===== src/rtl/rtz_pkg.sv =====
package rtz_pkg;

  typedef enum logic [1:0] {
    ST_IDLE = 2'd0,
    ST_SEND = 2'd1,
    ST_GAP  = 2'd2
  } rtz_state_e;

  // Strobes from the control FSM to the lane datapath
  typedef struct packed {
    logic latchMask;  // accepted start: capture lane enables
    logic setAll;     // slot begins: enabled lanes high, capture word
    logic clrZero;    // short boundary: zero-bit lanes low
    logic clrAll;     // long boundary: every lane low
  } rtz_strobe_t;

endpackage


===== src/rtl/rtz_ctrl.sv =====
module rtz_ctrl
  import rtz_pkg::*;
#(
  parameter int CNT_W      = 16,
  parameter int SLOT_W     = 16,
  parameter int RST_W      = 16,
  parameter int MIN_RESET  = 5000,
  parameter int DEF_PERIOD = 125,
  parameter int DEF_T0     = 40,
  parameter int DEF_T1     = 80
) (
  input  logic              clk,
  input  logic              rst,
  input  logic              start,
  input  logic              usePreset,
  input  logic [CNT_W-1:0]  cfgPeriod,
  input  logic [CNT_W-1:0]  cfgT0h,
  input  logic [CNT_W-1:0]  cfgT1h,
  input  logic [RST_W-1:0]  cfgResetLen,
  input  logic [SLOT_W-1:0] slotCount,
  output logic [SLOT_W-1:0] rdAddr,
  output rtz_strobe_t       strobe,
  output logic              busy,
  output logic              done,
  output logic              cfgErr
);

  localparam int MIN_EFF = (MIN_RESET < 1) ? 1 : MIN_RESET;
  localparam logic [RST_W-1:0] MIN_C  = RST_W'(MIN_EFF);
  localparam logic [CNT_W-1:0] DEF_P  = CNT_W'(DEF_PERIOD);
  localparam logic [CNT_W-1:0] DEF_S  = CNT_W'(DEF_T0);
  localparam logic [CNT_W-1:0] DEF_L  = CNT_W'(DEF_T1);

  rtz_state_e state;
  logic [CNT_W-1:0]  phase, period, tShort, tLong;
  logic [SLOT_W-1:0] slotIdx, nSlots;
  logic [RST_W-1:0]  gapCnt, gapLen;

  // Selected and checked configuration
  logic [CNT_W-1:0] selP, selS, selL;
  logic [RST_W-1:0] selGap;
  logic             cfgOk, accept;

  always_comb begin
    selP   = usePreset ? DEF_P : cfgPeriod;
    selS   = usePreset ? DEF_S : cfgT0h;
    selL   = usePreset ? DEF_L : cfgT1h;
    selGap = (cfgResetLen < MIN_C) ? MIN_C : cfgResetLen;
    cfgOk  = (selS != '0) && (selS < selL) && (selL < selP);
    accept = (state == ST_IDLE) && start;
  end

  always_comb begin
    strobe.latchMask = accept && cfgOk;
    strobe.setAll    = (state == ST_SEND) && (phase == '0);
    strobe.clrZero   = (state == ST_SEND) && (phase == tShort);
    strobe.clrAll    = (state == ST_SEND) && (phase == tLong);
  end

  assign rdAddr = slotIdx;
  assign busy   = (state != ST_IDLE);

  always_ff @(posedge clk) begin
    if (rst) begin
      state   <= ST_IDLE;
      phase   <= '0;
      slotIdx <= '0;
      gapCnt  <= '0;
      period  <= '0;
      tShort  <= '0;
      tLong   <= '0;
      nSlots  <= '0;
      gapLen  <= '0;
      done    <= 1'b0;
      cfgErr  <= 1'b0;
    end else begin
      done <= 1'b0;
      unique case (state)
        ST_IDLE: begin
          if (accept) begin
            if (!cfgOk) begin
              cfgErr <= 1'b1;
              done   <= 1'b1;
            end else begin
              cfgErr  <= 1'b0;
              period  <= selP;
              tShort  <= selS;
              tLong   <= selL;
              gapLen  <= selGap;
              nSlots  <= slotCount;
              phase   <= '0;
              slotIdx <= '0;
              if (slotCount == '0) done  <= 1'b1;
              else                 state <= ST_SEND;
            end
          end
        end
        ST_SEND: begin
          if (phase == period - CNT_W'(1)) begin
            phase <= '0;
            if (slotIdx == nSlots - SLOT_W'(1)) begin
              state  <= ST_GAP;
              gapCnt <= '0;
            end else begin
              slotIdx <= slotIdx + SLOT_W'(1);
            end
          end else begin
            phase <= phase + CNT_W'(1);
          end
        end
        ST_GAP: begin
          if (gapCnt == gapLen - RST_W'(1)) begin
            state <= ST_IDLE;
            done  <= 1'b1;
          end else begin
            gapCnt <= gapCnt + RST_W'(1);
          end
        end
        default: state <= ST_IDLE;
      endcase
    end
  end

endmodule


===== src/rtl/rtz_lanes.sv =====
module rtz_lanes
  import rtz_pkg::*;
#(
  parameter int LANES = 16
) (
  input  logic             clk,
  input  logic             rst,
  input  rtz_strobe_t      strobe,
  input  logic [LANES-1:0] laneMask,
  input  logic [LANES-1:0] rdData,
  output logic [LANES-1:0] lanes
);

  logic [LANES-1:0] maskQ, bitQ, laneQ;

  for (genvar i = 0; i < LANES; i++) begin : g_lane
    always_ff @(posedge clk) begin
      if (rst) begin
        maskQ[i] <= 1'b0;
        bitQ[i]  <= 1'b0;
        laneQ[i] <= 1'b0;
      end else begin
        if (strobe.latchMask) maskQ[i] <= laneMask[i];
        if (strobe.setAll) begin
          laneQ[i] <= maskQ[i];
          bitQ[i]  <= rdData[i];
        end else if (strobe.clrAll) begin
          laneQ[i] <= 1'b0;
        end else if (strobe.clrZero && !bitQ[i]) begin
          laneQ[i] <= 1'b0;
        end
      end
    end
  end

  assign lanes = laneQ;

endmodule


===== src/rtl/rtz_lane_engine.sv =====
module rtz_lane_engine
  import rtz_pkg::*;
#(
  parameter int LANES      = 16,
  parameter int CNT_W      = 16,
  parameter int SLOT_W     = 16,
  parameter int RST_W      = 16,
  parameter int MIN_RESET  = 5000,
  parameter int DEF_PERIOD = 125,
  parameter int DEF_T0     = 40,
  parameter int DEF_T1     = 80
) (
  input  logic              clk,
  input  logic              rst,
  input  logic              start,
  input  logic              usePreset,
  input  logic [CNT_W-1:0]  cfgPeriod,
  input  logic [CNT_W-1:0]  cfgT0h,
  input  logic [CNT_W-1:0]  cfgT1h,
  input  logic [RST_W-1:0]  cfgResetLen,
  input  logic [SLOT_W-1:0] slotCount,
  input  logic [LANES-1:0]  laneMask,
  output logic [SLOT_W-1:0] rdAddr,
  input  logic [LANES-1:0]  rdData,
  output logic [LANES-1:0]  lanes,
  output logic              busy,
  output logic              done,
  output logic              cfgErr
);

  rtz_strobe_t strobe;

  rtz_ctrl #(
    .CNT_W(CNT_W), .SLOT_W(SLOT_W), .RST_W(RST_W), .MIN_RESET(MIN_RESET),
    .DEF_PERIOD(DEF_PERIOD), .DEF_T0(DEF_T0), .DEF_T1(DEF_T1)
  ) u_ctrl (
    .clk(clk), .rst(rst), .start(start), .usePreset(usePreset),
    .cfgPeriod(cfgPeriod), .cfgT0h(cfgT0h), .cfgT1h(cfgT1h),
    .cfgResetLen(cfgResetLen), .slotCount(slotCount),
    .rdAddr(rdAddr), .strobe(strobe), .busy(busy), .done(done), .cfgErr(cfgErr)
  );

  rtz_lanes #(.LANES(LANES)) u_lanes (
    .clk(clk), .rst(rst), .strobe(strobe),
    .laneMask(laneMask), .rdData(rdData), .lanes(lanes)
  );

endmodule


===== config.mk =====
export PLATFORM = sky130hd
export DESIGN_NAME = rtz_lane_engine
export DESIGN_NICKNAME = d
export VERILOG_FILES = /design/src/rtl/rtz_pkg.sv /design/src/rtl/rtz_ctrl.sv /design/src/rtl/rtz_lanes.sv /design/src/rtl/rtz_lane_engine.sv
export SDC_FILE = /design/constraint.sdc
export NUM_CORES = 1
export LEC_CHECK = 0
export BUFFER_PORTS_ARGS = -buffer_cell sky130_fd_sc_hd__buf_2
export CAP_MARGIN = 20
export CORE_MARGIN = 5
export CORE_UTILIZATION = 56
export DETAILED_ROUTE_END_ITERATION = 10
export PLACE_DENSITY = 0.78
export SLEW_MARGIN = 0
export SYNTH_ARGS = -nofsm -noshare
export SYNTH_HDL_FRONTEND = slang
export SYNTH_HIERARCHICAL = 1
export SYNTH_SLANG_ARGS = --single-unit

===== constraint.sdc =====
create_clock -name clk -period 4.05 [get_ports clk]
set_input_delay 0.2025 -clock clk [delete_from_list [all_inputs] [get_ports clk]]
set_output_delay 0.2025 -clock clk [all_outputs]
set_load 0.005 [all_outputs]

==> results.cfg, run 1 <==
[clock_network]
hold_buffers = 16
postCtsSetupBuffers = 0
cts_tree = done
clock-sinks = 180
cts_resized = 0
cts_buffers = 17
clock_path_buffers = 2
clk_pin_slew_ps = 70
h-tree-depth = 4
clk_latency_ps = 440
cts_root_buf = clkbuf_16

[layout]
multi_input_area_um2 = 6340
fillers = 1611
ff_latch_area_um2 = 3600
final_area_um2 = 12100
final_cells = 1670
final_nets = 1574
area_growth_pct = 16.0
diodes = 0
drive_above_1_share = 0.166

[synthesis]
synth_seq_cells = 180
synth_edf_count = 0
yosys_warnings = 6
ys_types = 77
syn-num-nets = 1457
synth_flop_cell = dfxtp_1
synthesis.area_um2 = 10500
ys_seq_area_frac = 0.345
syn_inst = 1306
syn_avg_cell_area_um2 = 8.01
async_flop_share = 0

[pwr]
p_per_area_nw_per_um2 = 385
leakagePower_nw = 4.74
ir_drop_v = 0.000290

[worst_setup_path]
cp_slowest_stage_delay_ps = 420
cp-start-kind = flop
path_max_fanout = 23
path_class = flop to flop
cp.arrival_ps = 3940
r2r-start = u_ctrl/nSlots[0]
crit_path_start = u_ctrl/nSlots[0]
worst_path_max_delay_cell = a2111oi_0
endpoint_kind = flop
worstPathCellList = inv_1 -> ha_1 -> o21ba_2 -> a221o_1 -> a2111oi_0 -> o2111ai_1 -> nor4b_1 -> nand4_1 -> buf_4 -> a211oi_1 -> mux2_2
worstPathRequired_ps = 4380

[timing]
finClkSkew_ps = 12.1
finalCritPeriodShare = 0.893
setup_viol = 0
hold_viol = 0
final.min_clock_period_ps = 3620
maxSlewHeadroom = 0.449
slew_viol_final = 0
max_freq_mhz = 277
setup_ws_ps = 435
rsz0062_at_grt = no
fin_setup_tns_ps = 0
worst_slew_pin_slew_ps = 825

[detailed_routing]
vias = 9900
vias_per_cell = 5.93
routedWlPerCell_um = 16.6
ant_nets = 0
wl_um = 27800
drtIter0Drc = 649
drtPass1Iterations = 5
drc = 0

[global_routing]
track_usage = 0.256
globalRouteOverflowTotal = 0
antenna_found_initial = 0
grt_pass1_wl_um = 46300
grt_pass1_vias = 9456
grt_max_degree = 67

[floorplanning]
core-area_um2 = 18500
die_h_um = 147
io-pin-count = 151
die_width_um = 147
die-area_um2 = 21500
start_util = 0.565
rows = 50

[hold_path]
min-delay-start = laneMask[1]
hold_class = input port to flop

[placed_design]
place_area_um2 = 11400
dp_slack_ps = 498
gp_congestion = 0.882
place.detailed.instances = 1622
io_buffers = 150
hpwl_um = 19900

[run_status]
status = complete, no violations

[flow_run]
maxCapViolCount = 0
==> area by class of cell <==
| cell class | count | area share |
|---|---|---|
| clock buffer | 17 | 0.0351 |
| clock inverter | 15 | 0.0148 |
| inverter | 42 | 0.0131 |
| multi-input combinational | 992 | 0.522 |
| sequential | 180 | 0.297 |
| tap | 234 | 0.0241 |
| timing repair buffer | 190 | 0.0933 |
==> worst paths after layout <==
kind	to	slack, ps	cells past startpoint
setup / recovery	u_ctrl/gapCnt[10]	430	11
hold / removal	u_lanes/maskQ[1]	7	3
setup reg to reg	u_ctrl/gapCnt[10]	430	11
hold reg to reg	u_ctrl/gapLen[15]	470	2
==> synth_stat cells (all sizes together), types with 6 or more instances <==
master / count / area (um^2)
mux2: 8 / 90.1
nor3: 33 / 181
or3: 12 / 75.1
xor2: 35 / 307
a21oi: 114 / 571
nand3: 57 / 285
o2111ai: 6 / 52.6
o31ai: 22 / 165
clkbuf: 69 / 259
or4: 26 / 195
dfxtp: 180 / 3600
xnor2: 54 / 473
nor2: 108 / 405
o21ai: 20 / 100
and3: 15 / 93.8
nand2: 173 / 649
a32o: 16 / 160
nand2b: 18 / 113
nor2b: 21 / 131
o211ai: 9 / 67.6
ha: 35 / 438
nor4b: 6 / 58.8
or2b: 8 / 60.1
nor4: 22 / 159
a31oi: 9 / 56.3
inv: 41 / 154
a211oi: 18 / 135
nand4: 29 / 196
mux2i: 41 / 410
buf: 23 / 131
==> report_power, final <==
part / total (mW) / switching [mW] / internal [mW] / leakage, nW
Clock: 1.67 / 0.829 / 0.839 / 0.295
Combinational: 1.06 / 0.598 / 0.460 / 2.99
Sequential: 1.94 / 0.0875 / 1.85 / 1.46
Total: 4.67 / 1.51 / 3.15 / 4.74
==> kinds of logic after synthesis <==
| family | Yosys count | synth area share |
|---|---|---|
| compound gates | 257 | 0.162 |
| xor+xnor | 89 | 0.0746 |
| fa+ha+maj | 36 | 0.0428 |
| buf+inv | 134 | 0.0524 |
| flops | 180 | 0.345 |
| mux | 49 | 0.0479 |
| simple gates | 561 | 0.275 |
==> through the flow <==
step | hold slack, ps | total power [mW] | util
finish | 6.99 | 4.67 | 0.655
global route | 1.88 | 4.91 | 0.655
CTS | 0.0534 | 4.69 | 0.655
detailed placement | 448 | 3.01 | 0.614
global placement | 438 | 2.99 | 0.614
floorplan | 338 | 2.72 | -
==> state kept, by name, indices dropped and copies added (netlist names) <==
register       cells
u_ctrl/tShort     16
u_ctrl/nSlots     16
u_ctrl/rdAddr     16
u_lanes/maskQ     16
u_lanes/lanes     16
u_ctrl/done        1
u_ctrl/gapCnt     16
u_ctrl/state       2
u_lanes/bitQ      16
u_ctrl/tLong      16
u_ctrl/phase      16
u_ctrl/cfgErr      1
u_ctrl/gapLen     16
u_ctrl/period     16
==> layout by cell type (no fill, tap or decap), types with 8 or more instances in the layout <==
master	Yosys	final
dfxtp_1	180	180
nand2_1	173	173
buf_2	12	149
a21oi_1	114	114
nor2_1	108	108
nand3_1	57	56
xnor2_1	54	54
mux2i_1	41	41
inv_1	40	40
xor2_1	35	35
ha_1	35	35
nor3_1	31	31
nand4_1	28	28
or4_1	26	26
buf_4	2	22
o31ai_1	22	22
nor2b_1	21	21
o21ai_0	19	19
nor4_1	20	19
nand2b_1	18	18
a211oi_1	18	18
clkbuf_16	0	17
dlygate4sd3_1	0	16
a32o_1	16	16
and3_1	15	15
or3_1	12	12
o211ai_1	9	9
a31oi_1	9	8
mux2_2	8	8
or2b_1	8	8
==> metal layers <==
metal	global-route usage	wire length [um]	vias to the layer above
li1	-	-	4913
met1	0.346	12500	4630
met2	0.421	13200	317
met3	0.0462	1670	40
met4	0.0691	477	0
met5	0	0	-
==> worst max-delay path, delay by kind of cell (launching register included) <==
kind            cells  cell delay [ps]
simple gates        2              540
compound gates      5             1490
flops               1              410
mux                 1              370
fa+ha+maj           1              360
buf+inv             2              330
Note: power is estimated with default switching activity, not from simulation.
==> inputs of run 2 (changes only) <==
- SLEW_MARGIN: 0 -> default
- SYNTH_HIERARCHICAL: 1 -> default
==> results.cfg, run 2 <==
[synthesis]
synth_edf_count = 0
synth_top_area_share = 0.343
yosysMostFrequentCell = nand2_1
syn-num-nets = 1494
ys_types = 78
ys_seq_area_frac = 0.343
synth_top_area_cell = dfxtp_1
synth_flop_cell = dfxtp_1
syn_avg_cell_area_um2 = 7.82
syn_inst = 1342
async_flop_share = 0
synth.top_cells.by_area = dfxtp_1, nand2_1, a21oi_1
yosys_warnings = 0
synth_seq_cells = 180
synthesis.area_um2 = 10500
synth_common_cells = nand2_1, dfxtp_1, nor2_1, a21oi_1, clkbuf_1

[timing]
finClkSkew_ps = 15.7
rsz0062_at_grt = no
hold_viol = 0
setup_viol = 0
worst_slew_pin_slew_ps = 976
max_freq_mhz = 285
final.min_clock_period_ps = 3510
setup_ws_ps = 545
fin_setup_tns_ps = 0
maxSlewHeadroom = 0.349
finalCritPeriodShare = 0.865
slew_viol_final = 0

[global_routing]
gr-usage-met3 = 0.0460
globalRouteOverflowTotal = 0
grt_max_degree = 101
grt.met1_usage = 0.346
track_usage = 0.259
grt_pass1_wl_um = 46400
top_usage_layer = met2
antenna_found_initial = 1
grt_pass1_vias = 9440
use_met2 = 0.428

[worst_setup_path]
worstPathCellList = or4_1 -> or3_1 -> a21o_1 -> a2111oi_4 -> and4_4 -> nand4_4 -> a21oi_1 -> mux2i_1
cp_slowest_stage_delay_ps = 670
worst_path_max_delay_cell = or4_1
endpoint_kind = flop
path_max_fanout = 45
cp.arrival_ps = 3870
crit_family = simple AND/OR/NAND/NOR gates
path_class = flop to flop
path_buf_inv = 0
cp-start-kind = flop
worstPathRequired_ps = 4410

[placed_design]
io_buffers = 150
gp_congestion = 0.915
hpwl_um = 20500
dp_slack_ps = 426

[detailed_routing]
drtPass1Iterations = 5
ant_nets = 0
wl_um = 28900
routedWlPerCell_um = 17.0
drtIter0Drc = 765
vias_per_cell = 5.93
vias = 10106
drc = 0

[floorplanning]
io-pin-count = 151
rows = 50
die_h_um = 147
start_util = 0.565
die-area_um2 = 21600
core-area_um2 = 18600
die_width_um = 147

[clock_network]
h-tree-depth = 4
cts_buffers = 17
clk_latency_ps = 440
cts_tree = done
clk_pin_slew_ps = 70
clock-sinks = 180
clock_path_buffers = 2
cts_root_buf = clkbuf_16
cts_resized = 0

[layout]
final_cell_mix = nand2_1, dfxtp_1, buf_2, nor2_1, a21oi_1
area_growth_pct = 16.0
drive_above_1_share = 0.149
final_nets = 1607
fillers = 1566
final_common_cell = nand2_1

[pwr]
leakagePower_nw = 4.83
ir_drop_v = 0.000314
p_per_area_nw_per_um2 = 382

[run_status]
status = complete, no violations

[flow_run]
maxCapViolCount = 0

[hold_path]
hold_class = input port to flop
run 2: changes by cell type in the layout (fill, tap and decap cells not counted), moves of 14 or more:
cell     delta
nand2_1    +14
a21oi_1    +15
xnor2_1    +19
a32o_1     -16
nand3_1    -14
or3b_1     +16
nor2_1     +33
run 2: area by class of cell:
cell class / count / area (um^2) / share of cell area
tap: 234 / 293 / 0.0241
sequential: 180 / 3600 / 0.296
clock buffer: 17 / 425 / 0.0350
multi-input combinational: 1029 / 6360 / 0.523
antenna: 1 / 2.50 / 0.000206
clock inverter: 15 / 199 / 0.0163
timing repair buffer: 190 / 1150 / 0.0942
inverter: 37 / 139 / 0.0114
run 2: per-layer routing:
layer / part of all wire / wire [um]
met5: 0 / 0
met4: 0.022 / 631
met3: 0.069 / 2000
met2: 0.47 / 13600
met1: 0.44 / 12700
run 2: logic make-up after synthesis:
kind of cell | after synthesis | synth area share
AND/OR/NAND/NOR | 599 | 0.286
AO/OA/AOI/OAI | 260 | 0.161
flip-flops | 180 | 0.343
buffers and inverters | 133 | 0.0511
XOR/XNOR | 99 | 0.0826
adder cells (fa/ha/maj) | 36 | 0.0429
multiplexers | 35 | 0.0334
run 2: stage by stage:
step	hold slack, ps	cell area (um^2)	instances	power, mW	utilization
after floorplan	311	10500	1342	2.70	-
after global placement	405	11300	1643	2.94	0.607
after detailed placement	408	11300	1643	2.96	0.607
after CTS	0.664	12200	1702	4.66	0.655
after global routing	5.30	12200	1703	4.86	0.655
final	11.3	12200	1703	4.65	0.655
run 2: path summary, 6_finish.rpt:
path                                       start                to  slack, ps  cells after the start
worst max-delay path            u_ctrl.nSlots[0]  u_ctrl.gapCnt[3]        540                      8
worst min-delay path                 laneMask[0]  u_lanes.maskQ[0]         10                      3
worst max register to register  u_ctrl.nSlots[0]  u_ctrl.gapCnt[3]        540                      8
worst min register to register   u_lanes.bitQ[3]   u_lanes.bitQ[3]        450                      2
run 2: where the power goes:
| part | internal, mW | total, mW | switching [mW] |
|---|---|---|---|
| Clock | 0.847 | 1.68 | 0.833 |
| Sequential | 1.85 | 1.94 | 0.0921 |
| Combinational | 0.414 | 1.02 | 0.610 |
| Total | 3.11 | 4.65 | 1.53 |
run 2: repair_timing:
item | 4_1_cts | 5_1_grt
setup endpoints to repair | 0 | 0
buffers inserted | 0 | 0
hold buffers | 27 | 0
endpoints found under the hold margin | 27 | 0
run 2: worst register-to-register path, stage by stage (launching register included):
cell	delay, ps
dfxtp_1	360
or4_1	670
or3_1	450
a21o_1	210
a2111oi_4	340
and4_4	320
nand4_4	460
a21oi_1	390
mux2i_1	220
==> inputs of run 3 (changes only) <==
- CELL_PAD_IN_SITES_DETAIL_PLACEMENT: default -> 0
- CELL_PAD_IN_SITES_GLOBAL_PLACEMENT: default -> 2
- CORE_UTILIZATION: 56 -> 36
- PLACE_DENSITY: 0.78 -> default
- PLACE_DENSITY_LB_ADDON: default -> 0.1
- clock period: 4.05 -> 4.5 ns (I/O delays scaled with it)
==> results.cfg, run 3 (synthesis gave the netlist of run 2 again) <==
[clock_network]
clock_path_buffers = 2
cts_tree = done
clk_pin_slew_ps = 80
cts_root_buf = clkbuf_16
clk_latency_ps = 440
postCtsSetupBuffers = 0
clock-sinks = 180
h-tree-depth = 4
cts_buffers = 17

[timing]
finClkSkew_ps = 21.3
fin_setup_tns_ps = 0
rsz0062_at_grt = no
max_freq_mhz = 264
setup_viol = 0
slew_viol_final = 0
worst_slew_pin_slew_ps = 897
final.min_clock_period_ps = 3780
holdWs_ps = 20.8
finalCritPeriodShare = 0.840
maxSlewHeadroom = 0.402
hold_viol = 0

[global_routing]
grt_max_degree = 86
track_usage = 0.198
antenna_found_initial = 1
grt_pass1_wl_um = 52800
globalRouteOverflowTotal = 0
grt_pass1_vias = 9388

[worst_setup_path]
worstPathRequired_ps = 4870
cp_num_cells = 14
worstReg2RegEnd = u_ctrl.gapCnt[13]
cp_slowest_stage_delay_ps = 640
cp-start-kind = input port
crit_family = simple AND/OR/NAND/NOR gates
cp.arrival_ps = 4150
crit_path_frequent_cell = nand2_1
worstPathCellList = buf_2 -> inv_2 -> nand2_1 -> inv_1 -> ha_1 -> a21o_1 -> a211oi_1 -> a2111oi_0 -> a2bb2oi_1 -> nand4_1 -> buf_4 -> nor3_1 -> nand2_1 -> o21ai_1
path_max_fanout = 26
endpoint_kind = flop
r2r-start = u_ctrl.nSlots[0]
reg2reg_depth = 8
path_buf_inv = 4
path_class = input port to flop
worst_path_max_delay_cell = nor3_1
r2r_slack_ps = 1050

[layout]
final_nets = 1596
ff_latch_area_um2 = 3600
area_growth_pct = 16.5
final_cell_mix = nand2_1, dfxtp_1, buf_2, nor2_1, a21oi_1
postLayoutCoreUtil = 0.425
multi_input_area_um2 = 6360
final_common_cell = nand2_1
fillers = 3054
drive_above_1_share = 0.155

[floorplanning]
core-area_um2 = 28800
die-area_um2 = 32700
io-pin-count = 151
rows = 62
start_util = 0.365
die_h_um = 181
die_width_um = 181

[placed_design]
io_buffers = 150
hpwl_um = 24900
gp_congestion = 0.806

[detailed_routing]
drc = 0
drtIter0Drc = 510
vias_per_cell = 5.25
drtPass1Iterations = 5
wl_um = 33200
vias = 9665
ant_nets = 0
routedWlPerCell_um = 18.1

[run_status]
status = complete, no violations

[hold_path]
hold_end = u_lanes.maskQ[8]
min-delay-start = laneMask[8]
hold_class = input port to flop
min_path_cells = 3

[pwr]
total_power_mw = 4.24
leakagePower_nw = 4.79
p_per_area_nw_per_um2 = 347
ir_drop_v = 0.000198

[flow_run]
maxCapViolCount = 0
run 3: changes by cell type in the layout (fill, tap and decap cells not counted), sizes merged:
cell / before / now
buf: 163 / 170
dlygate4sd3: 27 / 9
run 3: final cells by class:
class | count | share of cell area
Multi-Input combinational cell | 1029 | 0.520
Tap cell | 384 | 0.0393
Timing Repair Buffer | 179 | 0.0833
Antenna cell | 1 | 0.000205
Inverter | 37 | 0.0114
Clock inverter | 15 | 0.0161
Clock buffer | 17 | 0.0348
Sequential cell | 180 | 0.295
run 3: how the worst max path moves through the flow:
stage               startpoint          endpoint
CTS                  usePreset  u_ctrl.gapLen[1]
global route         usePreset  u_ctrl.gapLen[1]
finish               usePreset  u_ctrl.gapLen[1]
detailed placement   usePreset  u_ctrl.gapLen[1]
floorplan            usePreset   u_ctrl.phase[5]
global placement     usePreset  u_ctrl.gapLen[0]
run 3: what timing repair did:
item                      4_1_cts  5_1_grt
resized for setup               0        0
hold endpoints to repair        9        0
hold buffers                    9        0
run 3: layer usage:
layer  vias to the layer above  part of all wire  GRT usage  wire length, um
met5                         -                 0          0                0
met4                         0             0.012     0.0426              395
met3                        24             0.031     0.0282             1050
met2                       165              0.47      0.329            15700
met1                      4555              0.48      0.274            16100
li1                       4921                 -          -                -
run 3: stage by stage:
| step | setup WS (ps) | area, um^2 | instances |
|---|---|---|---|
| after detailed placement | 388 | 11500 | 1800 |
| after CTS | 828 | 12200 | 1841 |
| after global placement | 480 | 11500 | 1800 |
| final | 718 | 12200 | 1842 |
| after global routing | 543 | 12200 | 1842 |
| after floorplan | 1160 | 10500 | 1342 |
run 3: tightest hold or removal path: stages:
cell     delay [ps]
buf_2           100
nand2_1          50
a21oi_1          50
run 3: power by group:
part	leakage, nW	switching [mW]	internal, mW
clock network	0.293	0.794	0.766
registers	1.46	0.0867	1.67
logic	3.04	0.558	0.371
